## config.mk

```make
export PLATFORM = sky130hd
export DESIGN_NAME = mdrop_wake_ctrl
export DESIGN_NICKNAME = d
export VERILOG_FILES = /design/src/rtl/mdw_pkg.sv /design/src/rtl/mdw_push_filter.sv /design/src/rtl/mdw_enable_ctrl.sv /design/src/rtl/mdw_irq_pend.sv /design/src/rtl/mdrop_wake_ctrl.sv
export SDC_FILE = /design/constraint.sdc
export NUM_CORES = 1
export LEC_CHECK = 0
export ABC_AREA = 1
export BUFFER_PORTS_ARGS = -buffer_cell sky130_fd_sc_hd__buf_2
export CAP_MARGIN = 20
export CORE_MARGIN = 3
export CORE_UTILIZATION = 35
export DETAILED_ROUTE_END_ITERATION = 6
export PLACE_DENSITY = 0.66
export REMOVE_ABC_BUFFERS = 1
export SYNTH_ARGS = -nofsm -noshare
export SYNTH_HDL_FRONTEND = slang
export SYNTH_SLANG_ARGS = --single-unit
```

## constraint.sdc

```tcl
create_clock -name clk -period 0.8 [get_ports clk]
set_clock_uncertainty 0.1 [all_clocks]
set_input_delay 0.08 -clock clk [delete_from_list [all_inputs] [get_ports clk]]
set_output_delay 0.08 -clock clk [all_outputs]
set_load 0.03 [all_outputs]
```

## src/rtl/mdw_pkg.sv

```systemverilog
package mdw_pkg;
  typedef struct packed {
    logic doze;
    logic wake;
  } wake_mode_t;

  localparam int unsigned DEF_DATA_W  = 8;
  localparam int unsigned DEF_STAT_W  = 8;
  localparam int unsigned DEF_OVR_POS = 4;
  localparam int unsigned DEF_AD_POS  = 5;
  localparam int unsigned DEF_FE_POS  = 6;
  localparam int unsigned DEF_BRK_POS = 7;
endpackage

```

## src/rtl/mdw_push_filter.sv

```systemverilog
module mdw_push_filter
  import mdw_pkg::*;
#(
  parameter int unsigned DATA_W = DEF_DATA_W
) (
  input  logic              valid,
  input  logic [DATA_W-1:0] data,
  input  logic              ad,
  input  logic              brk,
  input  logic              en,
  input  wake_mode_t        mode,
  input  logic              keep_addr,
  input  logic [DATA_W-1:0] match_val,
  output logic              push,
  output logic              addr_evt,
  output logic              hit
);
  logic auto_on;

  always_comb begin
    auto_on  = mode.wake | mode.doze;
    hit      = (data == match_val);
    addr_evt = valid & ad & auto_on;
    push     = 1'b0;
    if (valid) begin
      if (brk)        push = 1'b1;
      else if (ad)    push = auto_on ? keep_addr : 1'b1;
      else            push = en;
    end
  end
endmodule

```

## src/rtl/mdw_enable_ctrl.sv

```systemverilog
module mdw_enable_ctrl
  import mdw_pkg::*;
(
  input  logic       clk,
  input  logic       rst_n,
  input  logic       addr_evt,
  input  logic       hit,
  input  wake_mode_t mode,
  input  logic       cmd_en,
  input  logic       cmd_dis,
  input  logic       cmd_rst,
  input  logic       pend,
  output logic       en_q
);
  logic en_d;

  always_comb begin
    en_d = en_q;
    if (addr_evt) begin
      if (mode.wake && hit)  en_d = 1'b1;
      if (mode.doze && !hit) en_d = 1'b0;
    end
    if (cmd_rst || cmd_dis)  en_d = 1'b0;
    else if (cmd_en && !pend) en_d = 1'b1;
  end

  always_ff @(posedge clk or negedge rst_n) begin
    if (!rst_n) en_q <= 1'b0;
    else        en_q <= en_d;
  end
endmodule

```

## src/rtl/mdw_irq_pend.sv

```systemverilog
module mdw_irq_pend (
  input  logic clk,
  input  logic rst_n,
  input  logic addr_evt,
  input  logic clr,
  output logic pend_q
);
  logic pend_d;
  logic pend_ce;

  always_comb begin
    pend_ce = addr_evt | clr;
    pend_d  = addr_evt;
  end

  always_ff @(posedge clk or negedge rst_n) begin
    if (!rst_n)       pend_q <= 1'b0;
    else if (pend_ce) pend_q <= pend_d;
  end
endmodule

```

## src/rtl/mdrop_wake_ctrl.sv

```systemverilog
module mdrop_wake_ctrl
  import mdw_pkg::*;
#(
  parameter int unsigned DATA_W  = DEF_DATA_W,
  parameter int unsigned STAT_W  = DEF_STAT_W,
  parameter int unsigned OVR_POS = DEF_OVR_POS,
  parameter int unsigned AD_POS  = DEF_AD_POS,
  parameter int unsigned FE_POS  = DEF_FE_POS,
  parameter int unsigned BRK_POS = DEF_BRK_POS
) (
  input  logic              clk,
  input  logic              rst_n,
  input  logic              rx_valid,
  input  logic [DATA_W-1:0] rx_data,
  input  logic              rx_ad,
  input  logic              rx_ferr,
  input  logic              rx_ovr,
  input  logic              rx_brk,
  input  logic [1:0]        cfg_wake_mode,
  input  logic              cfg_keep_addr,
  input  logic [DATA_W-1:0] cfg_match,
  input  logic              cfg_irq_en,
  input  logic              cmd_rx_en,
  input  logic              cmd_rx_dis,
  input  logic              cmd_irq_clr,
  input  logic              cmd_rx_reset,
  output logic              fifo_push,
  output logic [DATA_W-1:0] fifo_data,
  output logic [STAT_W-1:0] fifo_stat,
  output logic              rx_enabled,
  output logic              irq
);
  localparam int unsigned SYNC_STAGES = 2;

  logic [SYNC_STAGES-1:0] rst_pipe;
  logic                   rst_sync_n;
  wake_mode_t             mode;
  logic                   push_d;
  logic                   addr_evt;
  logic                   hit;
  logic                   pend_q;
  logic [STAT_W-1:0]      stat_d;

  // reset asserts at once, releases after SYNC_STAGES edges
  always_ff @(posedge clk or negedge rst_n) begin
    if (!rst_n) rst_pipe <= '0;
    else        rst_pipe <= {rst_pipe[SYNC_STAGES-2:0], 1'b1};
  end
  assign rst_sync_n = rst_pipe[SYNC_STAGES-1];

  assign mode = wake_mode_t'(cfg_wake_mode);

  mdw_push_filter #(.DATA_W(DATA_W)) u_filter (
    .valid     (rx_valid),
    .data      (rx_data),
    .ad        (rx_ad),
    .brk       (rx_brk),
    .en        (rx_enabled),
    .mode      (mode),
    .keep_addr (cfg_keep_addr),
    .match_val (cfg_match),
    .push      (push_d),
    .addr_evt  (addr_evt),
    .hit       (hit)
  );

  mdw_enable_ctrl u_enable (
    .clk      (clk),
    .rst_n    (rst_sync_n),
    .addr_evt (addr_evt),
    .hit      (hit),
    .mode     (mode),
    .cmd_en   (cmd_rx_en),
    .cmd_dis  (cmd_rx_dis),
    .cmd_rst  (cmd_rx_reset),
    .pend     (pend_q),
    .en_q     (rx_enabled)
  );

  mdw_irq_pend u_pend (
    .clk      (clk),
    .rst_n    (rst_sync_n),
    .addr_evt (addr_evt),
    .clr      (cmd_irq_clr | cmd_rx_reset),
    .pend_q   (pend_q)
  );

  always_comb begin
    stat_d          = '0;
    stat_d[OVR_POS] = rx_ovr;
    stat_d[AD_POS]  = rx_ad;
    stat_d[FE_POS]  = rx_ferr;
    stat_d[BRK_POS] = rx_brk;
  end

  always_ff @(posedge clk or negedge rst_sync_n) begin
    if (!rst_sync_n) fifo_push <= 1'b0;
    else             fifo_push <= push_d;
  end

  always_ff @(posedge clk or negedge rst_sync_n) begin
    if (!rst_sync_n) begin
      fifo_data <= '0;
      fifo_stat <= '0;
    end else if (push_d) begin
      fifo_data <= rx_data;
      fifo_stat <= stat_d;
    end
  end

  assign irq = pend_q & cfg_irq_en;
endmodule

```

Word-level counts from Yosys, hierarchy flattened --
Cells that the tools add are included.
Operators by class: eq/ne operators 1, reductions and logical operators 9, bitwise gates (word level) 6, multiplexer cells 9
Operators with widths (count):
- $mux 1 | 9
- $eq 8x8->1 | 1
- $reduce_bool 4->1 | 1
- $and 1x1->1 | 3
- $logic_and 1x1->1 | 3
- $or 1x1->1 | 3
- $reduce_bool 3->1 | 1
- $logic_not 1->1 | 2
- $reduce_and 2->1 | 1
- $logic_or 1x1->1 | 1
Storage, ports and cells: output and inout bits 19, bits of input ports 31, bits in registers 17

Logic depth before layout (Yosys ltp) --
Gate-level depths: netlist of the first run.
word-level depth 7, depth in mapped cells 7

Modules after synthesis --
Synthesis of the first run repeated with hierarchy kept, for this count alone.
Unflattened totals: cell total of the unflattened synthesis 132, area, all modules 898.4 um2
By module, submodules not included:
- mdrop_wake_ctrl | seq. area each 375.4 um2, instances 1, cells each 63, area each 584.3 um2
- mdw_push_filter | seq. area each 0.0 um2, instances 1, cells each 51, area each 196.4 um2
- mdw_enable_ctrl | seq. area each 25.0 um2, instances 1, cells each 13, area each 77.6 um2
- mdw_irq_pend | seq. area each 25.0 um2, instances 1, cells each 5, area each 40.0 um2

Least setup slack after synthesis of the first run --
OpenSTA, ideal clock, no wires.
kind flip-flop to flip-flop, start point reg u_enable.en_q, end point reg fifo_data[1], path slack -471 ps, data required time 583 ps, stages on the path, launching flop included 7, data arrival time 1055 ps, cell sequence dfrtp_1 -> a21oi_2 -> nand2_1 -> nand2_4 -> buf_12 -> nand2_1 -> nand2_1
Between the ends: cells in the longest elaborated chain, start to end 3
Ends and longest elaborated chain:
- start: declaration | RTL line mdw_enable_ctrl.sv:13 | output logic en_q
- start signal: assignment | RTL line mdw_enable_ctrl.sv:29 | else en_q <= en_d;
- $mux 1 | RTL line mdw_push_filter.sv:27 | else if (ad) push = auto_on ? keep_addr : 1'b1;
- $mux 1 | RTL line mdw_push_filter.sv:26 | if (brk) push = 1'b1;
- $mux 1 | RTL line mdw_push_filter.sv:25 | if (valid) begin
- end signal: assignment | RTL line mdrop_wake_ctrl.sv:106 | fifo_data <= rx_data;
- end: declaration | RTL line mdrop_wake_ctrl.sv:28 | output logic [DATA_W-1:0] fifo_data,
Every way passes these cells. A chain may end at the register's enable or synchronous reset.

Worst setup path in the final report of the first run --
start point reg u_enable.en_q, end point reg fifo_stat[5]
Between the ends: cells in the longest elaborated chain, start to end 3
Ends and longest elaborated chain:
- $mux 1 | RTL line mdw_push_filter.sv:27
- $mux 1 | RTL line mdw_push_filter.sv:26
- $mux 1 | RTL line mdw_push_filter.sv:25
- end signal: assignment | RTL line mdrop_wake_ctrl.sv:107 | fifo_stat <= stat_d;
- end: declaration | RTL line mdrop_wake_ctrl.sv:29 | output logic [STAT_W-1:0] fifo_stat,
Every way passes these cells.

==> impl_metrics.csv, run 1 <==
group,metric,value,unit
placement,hpwl,1684,um
placement,gp_congestion,0.7989,
logic_synthesis,yosys.area_share.simple,0.2457,
power_and_ir_drop,peakVddDrop,1.167,mV
sta,setup_violations,29,
layout,layout_common_cells,"nand2_1 (40), buf_2 (30), buf_6 (18), buf_4 (18), dfrtp_1 (17)",
routing,viasPerCell,4.357,
worst_setup_path,crit_path_max_incr_delay,420,ps
logic_synthesis,synthAdderAreaFrac,0,
power_and_ir_drop,power.density,1593,mW/mm2
logic_synthesis,synth_area_leaders,"dfrtp_1 (49%), nand2_1 (21%), inv_1 (6.0%)",
cts,h-tree-depth,1,
floorplan,start_util,0.3826,
outcome,violations,"negative hold slack, negative setup slack",
outcome,status,"finished, violations left",
global_routing,grt_remaining_overflow,0,
global_routing,grt_max_degree,16,
routing,drt_iter0_markers,13,
power_and_ir_drop,p_leak,0.8723,nW
logic_synthesis,synthCells,109,
cts,cts_tree,"built",
worst_setup_path,critPathKind,"register to register",
worst_setup_path,cp_cell_sequence,"a21oi_2 > nand2_2 > nand2_4 > buf_12 > nand2_1 > o21ai_2",
routing,vias,928,
worst_hold_path,hold_depth,2,
sta,timing.fmax,0.8475,GHz
flow_run,max_cap_viol_count,0,
layout,area_growth,76.15,%
layout,final_util,0.6740,
global_routing,grt_usage,0.1538,
logic_synthesis,muxShareOfSynthArea,0,
worst_setup_path,critPathArrivalTime,1300,ps
global_routing,antenna_found_initial,0,
routing,routed_wl,2400,um
floorplan,fp.coreArea,0.002276,mm2
cts,cts_made_buffers,3,
worst_setup_path,cp.required,920,ps
worst_setup_path,critPathCaptureType,"register",
sta,worst_slack,-379.9,ps
floorplan,rows,17,
global_routing,grt_pass1_vias,915,
placement,portBuffers,45,
sta,period_share,1.475,
floorplan,die_y,55.88,um
worst_setup_path,crit_path_start_kind,"register",
worst_setup_path,slowest_stage,"dfrtp_1",
global_routing,grt_pass1_wl,3870,um
logic_synthesis,yosys_warnings,0,
cts,cts_max_path_buffers,2,
worst_hold_path,hp-class,"primary input to register",
sta,fin_crit,1180,ps
cts,postCtsHoldBufs,6,
worst_setup_path,worstRegToRegCells,6,
sta,final_max_slew_viol_count,0,
logic_synthesis,synth_top_family_by_area,"simple AND/OR/NAND/NOR gates",
logic_synthesis,synth_top_area_cell,"dfrtp_1",
sta,hold_ws,-142.1,ps
routing,ant_nets,0,
layout,nets,217,
placement,placed_cell_area,0.001210,mm2
cts,clkSinkCount,17,
routing,drt-wirelength-per-cell,11.27,um
layout,final_common_cell,"nand2_1",
cts,cts_root_buffer,"clkbuf_4",
power_and_ir_drop,power.total,2.444,mW
cts,clk_pin_slew,100,ps
routing,drtPass1Iterations,4,
logic_synthesis,synth_top_area_frac,0.4885,
logic_synthesis,synth_compound_area_frac,0.1006,
layout,n_antenna_cell,0,
logic_synthesis,ys_seq_area_frac,0.4885,
logic_synthesis,synth-seq-cells,17,
worst_setup_path,worstPathMaxFanout,6,
routing,drc,0,
cts,clock_latency,280,ps
logic_synthesis,synth_cell_types,19,
floorplan,die_x,55.88,um
floorplan,io_pins,50,
layout,drive_gt1_frac,0.4973,
layout,final_area,0.001534,mm2
sta,rsz0062_at_grt,"true",
floorplan,die_area,0.003123,mm2
logic_synthesis,syn_avg_cell_area,7.989,um2
logic_synthesis,syn-cell-area,870.8,um2
logic_synthesis,yosys.area_share.xor_xnor,0.03017,
sta,hold_violations,3,
-- path summary, 6_finish.rpt --
path	startpoint	endpoint	slack [ps]
min in group asynchronous	rst_n	rst_pipe[0]	0
max reg2reg	u_enable.en_q	fifo_stat[5]	-380
min reg2reg	rst_pipe[1]	fifo_data[0]	90
max	u_enable.en_q	fifo_stat[5]	-380
min	cmd_irq_clr	u_pend.pend_q	-140
max in group asynchronous	rst_pipe[1]	fifo_stat[4]	340
-- power breakdown --
| part | total, mW | internal, mW | switching, mW | leakage (nW) |
|---|---|---|---|---|
| Combinational | 0.963 | 0.476 | 0.487 | 0.645 |
| Clock | 0.452 | 0.185 | 0.267 | 0.0177 |
| Sequential | 1.03 | 0.955 | 0.0736 | 0.209 |
-- cells in the mapped netlist --
cell,number
conb_1,2
a31o_2,1
nand2_1,48
o21ai_0,3
nand2_4,1
o31ai_1,1
buf_12,1
xnor2_1,3
a21oi_1,1
nand3_1,1
inv_1,14
a22oi_1,1
o21ai_2,4
dfrtp_1,17
a21oi_2,1
buf_4,4
inv_2,2
nor2_1,3
or2_2,1
-- layer usage --
metal,track usage,wire length [um],part of all wire
met1,0.1761,968,0.40
met2,0.2872,1268,0.53
met3,0.03944,162,0.068
met4,0.03051,0,0
met5,0,0,0
-- cell families (layout without fill, tap and decap cells) --
kind of cell | after synthesis | count (layout)
AOI/OAI and AO/OA | 12 | 12
xor gates and xnor gates | 3 | 3
and+or+nand+nor | 54 | 54
buffers and inverters | 21 | 94
other | 2 | 5
DFF | 17 | 17
-- critical path: cells and delay by family, from the launching register on --
| family | cells | cell delay (ps) |
|---|---|---|
| flip-flops | 1 | 420 |
| AO/OA/AOI/OAI | 2 | 200 |
| buffers and inverters | 1 | 130 |
| AND/OR/NAND/NOR | 3 | 270 |
-- sequential cells by signal, summed over array words and instances, names as in the netlist --
register       count
fifo_stat          4
fifo_push          1
rst_pipe           2
u_enable.en_q      1
u_pend.pend_q      1
fifo_data          8
-- final cells by class --
type	instances	area, um2
Clock buffer	3	22.52
Inverter	16	62.56
Clock inverter	1	5.005
Sequential cell	17	425.4
Fill cell	204	742.0
Tap cell	28	35.03
Multi-Input combinational cell	74	390.4
Timing Repair Buffer	74	593.1
-- stage by stage --
stage	std cells	setup slack, ps	TNS (ps)
after detailed placement	194	-332.4	-4289
after global placement	194	-289.2	-3876
after floorplan	107	-504.6	-6211
final	213	-379.9	-8317
after CTS	208	-354.6	-8116
after global routing	213	-417.1	-9397
-- what timing repair did --
item	4_1_cts	5_1_grt
setup buffers	4	4
endpoints found under the hold margin	9	2
resized for setup	33	15
endpoints found under the setup margin	29	30
gates cloned	0	1
pin swaps	2	9
Note: power is estimated with default switching activity, not from simulation.
==> run 2: changes to the inputs <==
Clock period 0.8 ns to 1.1 ns, I/O delays scaled along.
==> run 2 against run 1 <==
  * The run ends with negative setup slack left
  * Power decreased by 34%
  * Cell area is 12% lower
  * Clock power decreased by 29%
  * Count of clock-buffer cells in the layout is 1 higher
  * Core utilization shrank 8.1 points
  * Largest cell class unchanged
  * Sequential cell count did not move
  * Non-clock buffer count shrank 10
  * Wire length fell by 8.5%
  * Fmax is 1.9% higher
==> impl_metrics.csv, run 2 (synthesized netlist as in run 1, its figures left out) <==
group,metric,value,unit
sta,fin_crit,1158,ps
layout,area_growth,54.88,%
cts,h-tree-depth,1,
layout,largest_register,"fifo_data",
worst_setup_path,worstRegToRegCells,6,
outcome,violations,"negative setup slack",
layout,final_common_cell,"nand2_1",
floorplan,rows,17,
layout,largest_reg_flops,8,
power_and_ir_drop,power.total,1.618,mW
power_and_ir_drop,p_leak,0.7779,nW
layout,nets,207,
placement,portBuffers,45,
worst_setup_path,crit_path_start_kind,"register",
sta,hold_violations,0,
global_routing,grt_max_degree,13,
global_routing,grt_pass1_vias,831,
routing,ant_nets,0,
worst_setup_path,worst_r2r_endpoint,"fifo_data[2]",
worst_hold_path,hp-start,"rx_data[7]",
layout,final_util,0.5926,
cts,cts_tree,"built",
floorplan,start_util,0.3826,
routing,drtPass1Iterations,3,
cts,cts_made_buffers,3,
routing,drt-wirelength-per-cell,10.81,um
cts,clk_pin_slew,100,ps
placement,gp_congestion,0.7781,
floorplan,die_y,55.88,um
worst_setup_path,regToRegSetupSlack,-60,ps
floorplan,die_x,55.88,um
cts,cts_root_buffer,"clkbuf_4",
sta,worst_slack,-57.83,ps
outcome,status,"finished, violations left",
routing,drt_iter0_markers,11,
power_and_ir_drop,peakVddDrop,0.6731,mV
global_routing,antenna_found_initial,0,
routing,drc,0,
worst_hold_path,hold_depth,3,
routing,viasPerCell,4.350,
sta,rsz0062_at_grt,"true",
layout,layout_common_cells,"nand2_1 (43), buf_2 (39), dfrtp_1 (17)",
floorplan,io_pins,50,
flow_run,max_cap_viol_count,0,
global_routing,grt_pass1_wl,3470,um
routing,vias,883,
global_routing,grt_remaining_overflow,0,
cts,clkSinkCount,17,
worst_setup_path,r2r-start,"u_enable.en_q",
worst_setup_path,critPathArrivalTime,1260,ps
global_routing,grt_usage,0.1347,
worst_setup_path,critPathCaptureType,"register",
worst_hold_path,hp-class,"primary input to register",
sta,tns,-275.6,ps
worst_hold_path,min_to,"fifo_data[7]",
sta,timing.fmax,0.8637,GHz
worst_setup_path,worstPathMaxFanout,12,
floorplan,die_area,0.003123,mm2
placement,hpwl,1620,um
worst_setup_path,startpoint,"u_enable.en_q",
routing,routed_wl,2195,um
floorplan,fp.coreArea,0.002276,mm2
cts,cts_max_path_buffers,2,
sta,final_max_slew_viol_count,0,
worst_setup_path,critPathKind,"register to register",
cts,clock_latency,280,ps
power_and_ir_drop,power.density,1199,mW/mm2
layout,top_regs,"fifo_data: 8 flops, fifo_stat: 4 flops, rst_pipe: 2 flops",
layout,n_antenna_cell,0,
layout,drive_gt1_frac,0.4171,
sta,period_share,1.053,
worst_setup_path,cp.required,1200,ps
sta,setup_violations,12,
## run 2: timing repair
action	4_1_cts	5_1_grt
hold buffers	11	0
endpoints found under the setup margin	14	19
hold endpoints to repair	11	0
pin swaps	1	2
resized for setup	8	14
cloned	0	0
buffers inserted	1	3
## run 2: area by class of cell
cell class	instances	area [um2]
Sequential cell	17	425.4
Inverter	16	60.06
Tap cell	28	35.03
Timing Repair Buffer	64	437.9
Clock buffer	4	26.28
Multi-Input combinational cell	74	364.1
Fill cell	199	927.1
## run 2: how the worst max path moves through the flow
| stage | end | slack (ps) | cells past startpoint |
|---|---|---|---|
| 2_1_floorplan | fifo_data[1] | -200 | 6 |
| 3_3_place_gp | fifo_data[2] | 9 | 5 |
| 3_5_place_dp | fifo_data[2] | -50 | 7 |
| 4_1_cts | rx_enabled | -60 | 2 |
| 5_1_grt | fifo_data[2] | -90 | 6 |
| 6_report | fifo_data[2] | -60 | 6 |
## run 2: worst max-delay path: stages, from the launching register on
cell and delay [ps]:
dfrtp_1 410, a21oi_2 130, nand2_1 90, nand2_4 100, buf_12 140, nand2_1 50, o21ai_1 80
## run 2: power by group
group	internal (mW)	switching [mW]	leakage, nW
Sequential	0.694	0.0484	0.209
Clock	0.140	0.179	0.0150
Combinational	0.232	0.324	0.554
Total	1.07	0.551	0.778
## run 2: per-layer routing
layer  global-route usage  wire [um]
met5                    0          0
met4              0.02034          0
met3              0.03712        176
met2               0.2432       1133
met1               0.1623        885
## run 2: through the flow
stage          std cells  worst slack (ps)  instance area, um2  hold WS [ps]
4_1_cts              200            -61.42                1297         2.528
3_3_place_gp         184             9.449                1135        -203.2
5_1_grt              203            -93.80                1349         20.33
6_report             203            -57.83                1349         8.345
2_1_floorplan        107            -204.6               832.0        -285.6
3_5_place_dp         184            -46.99                1135        -200.7
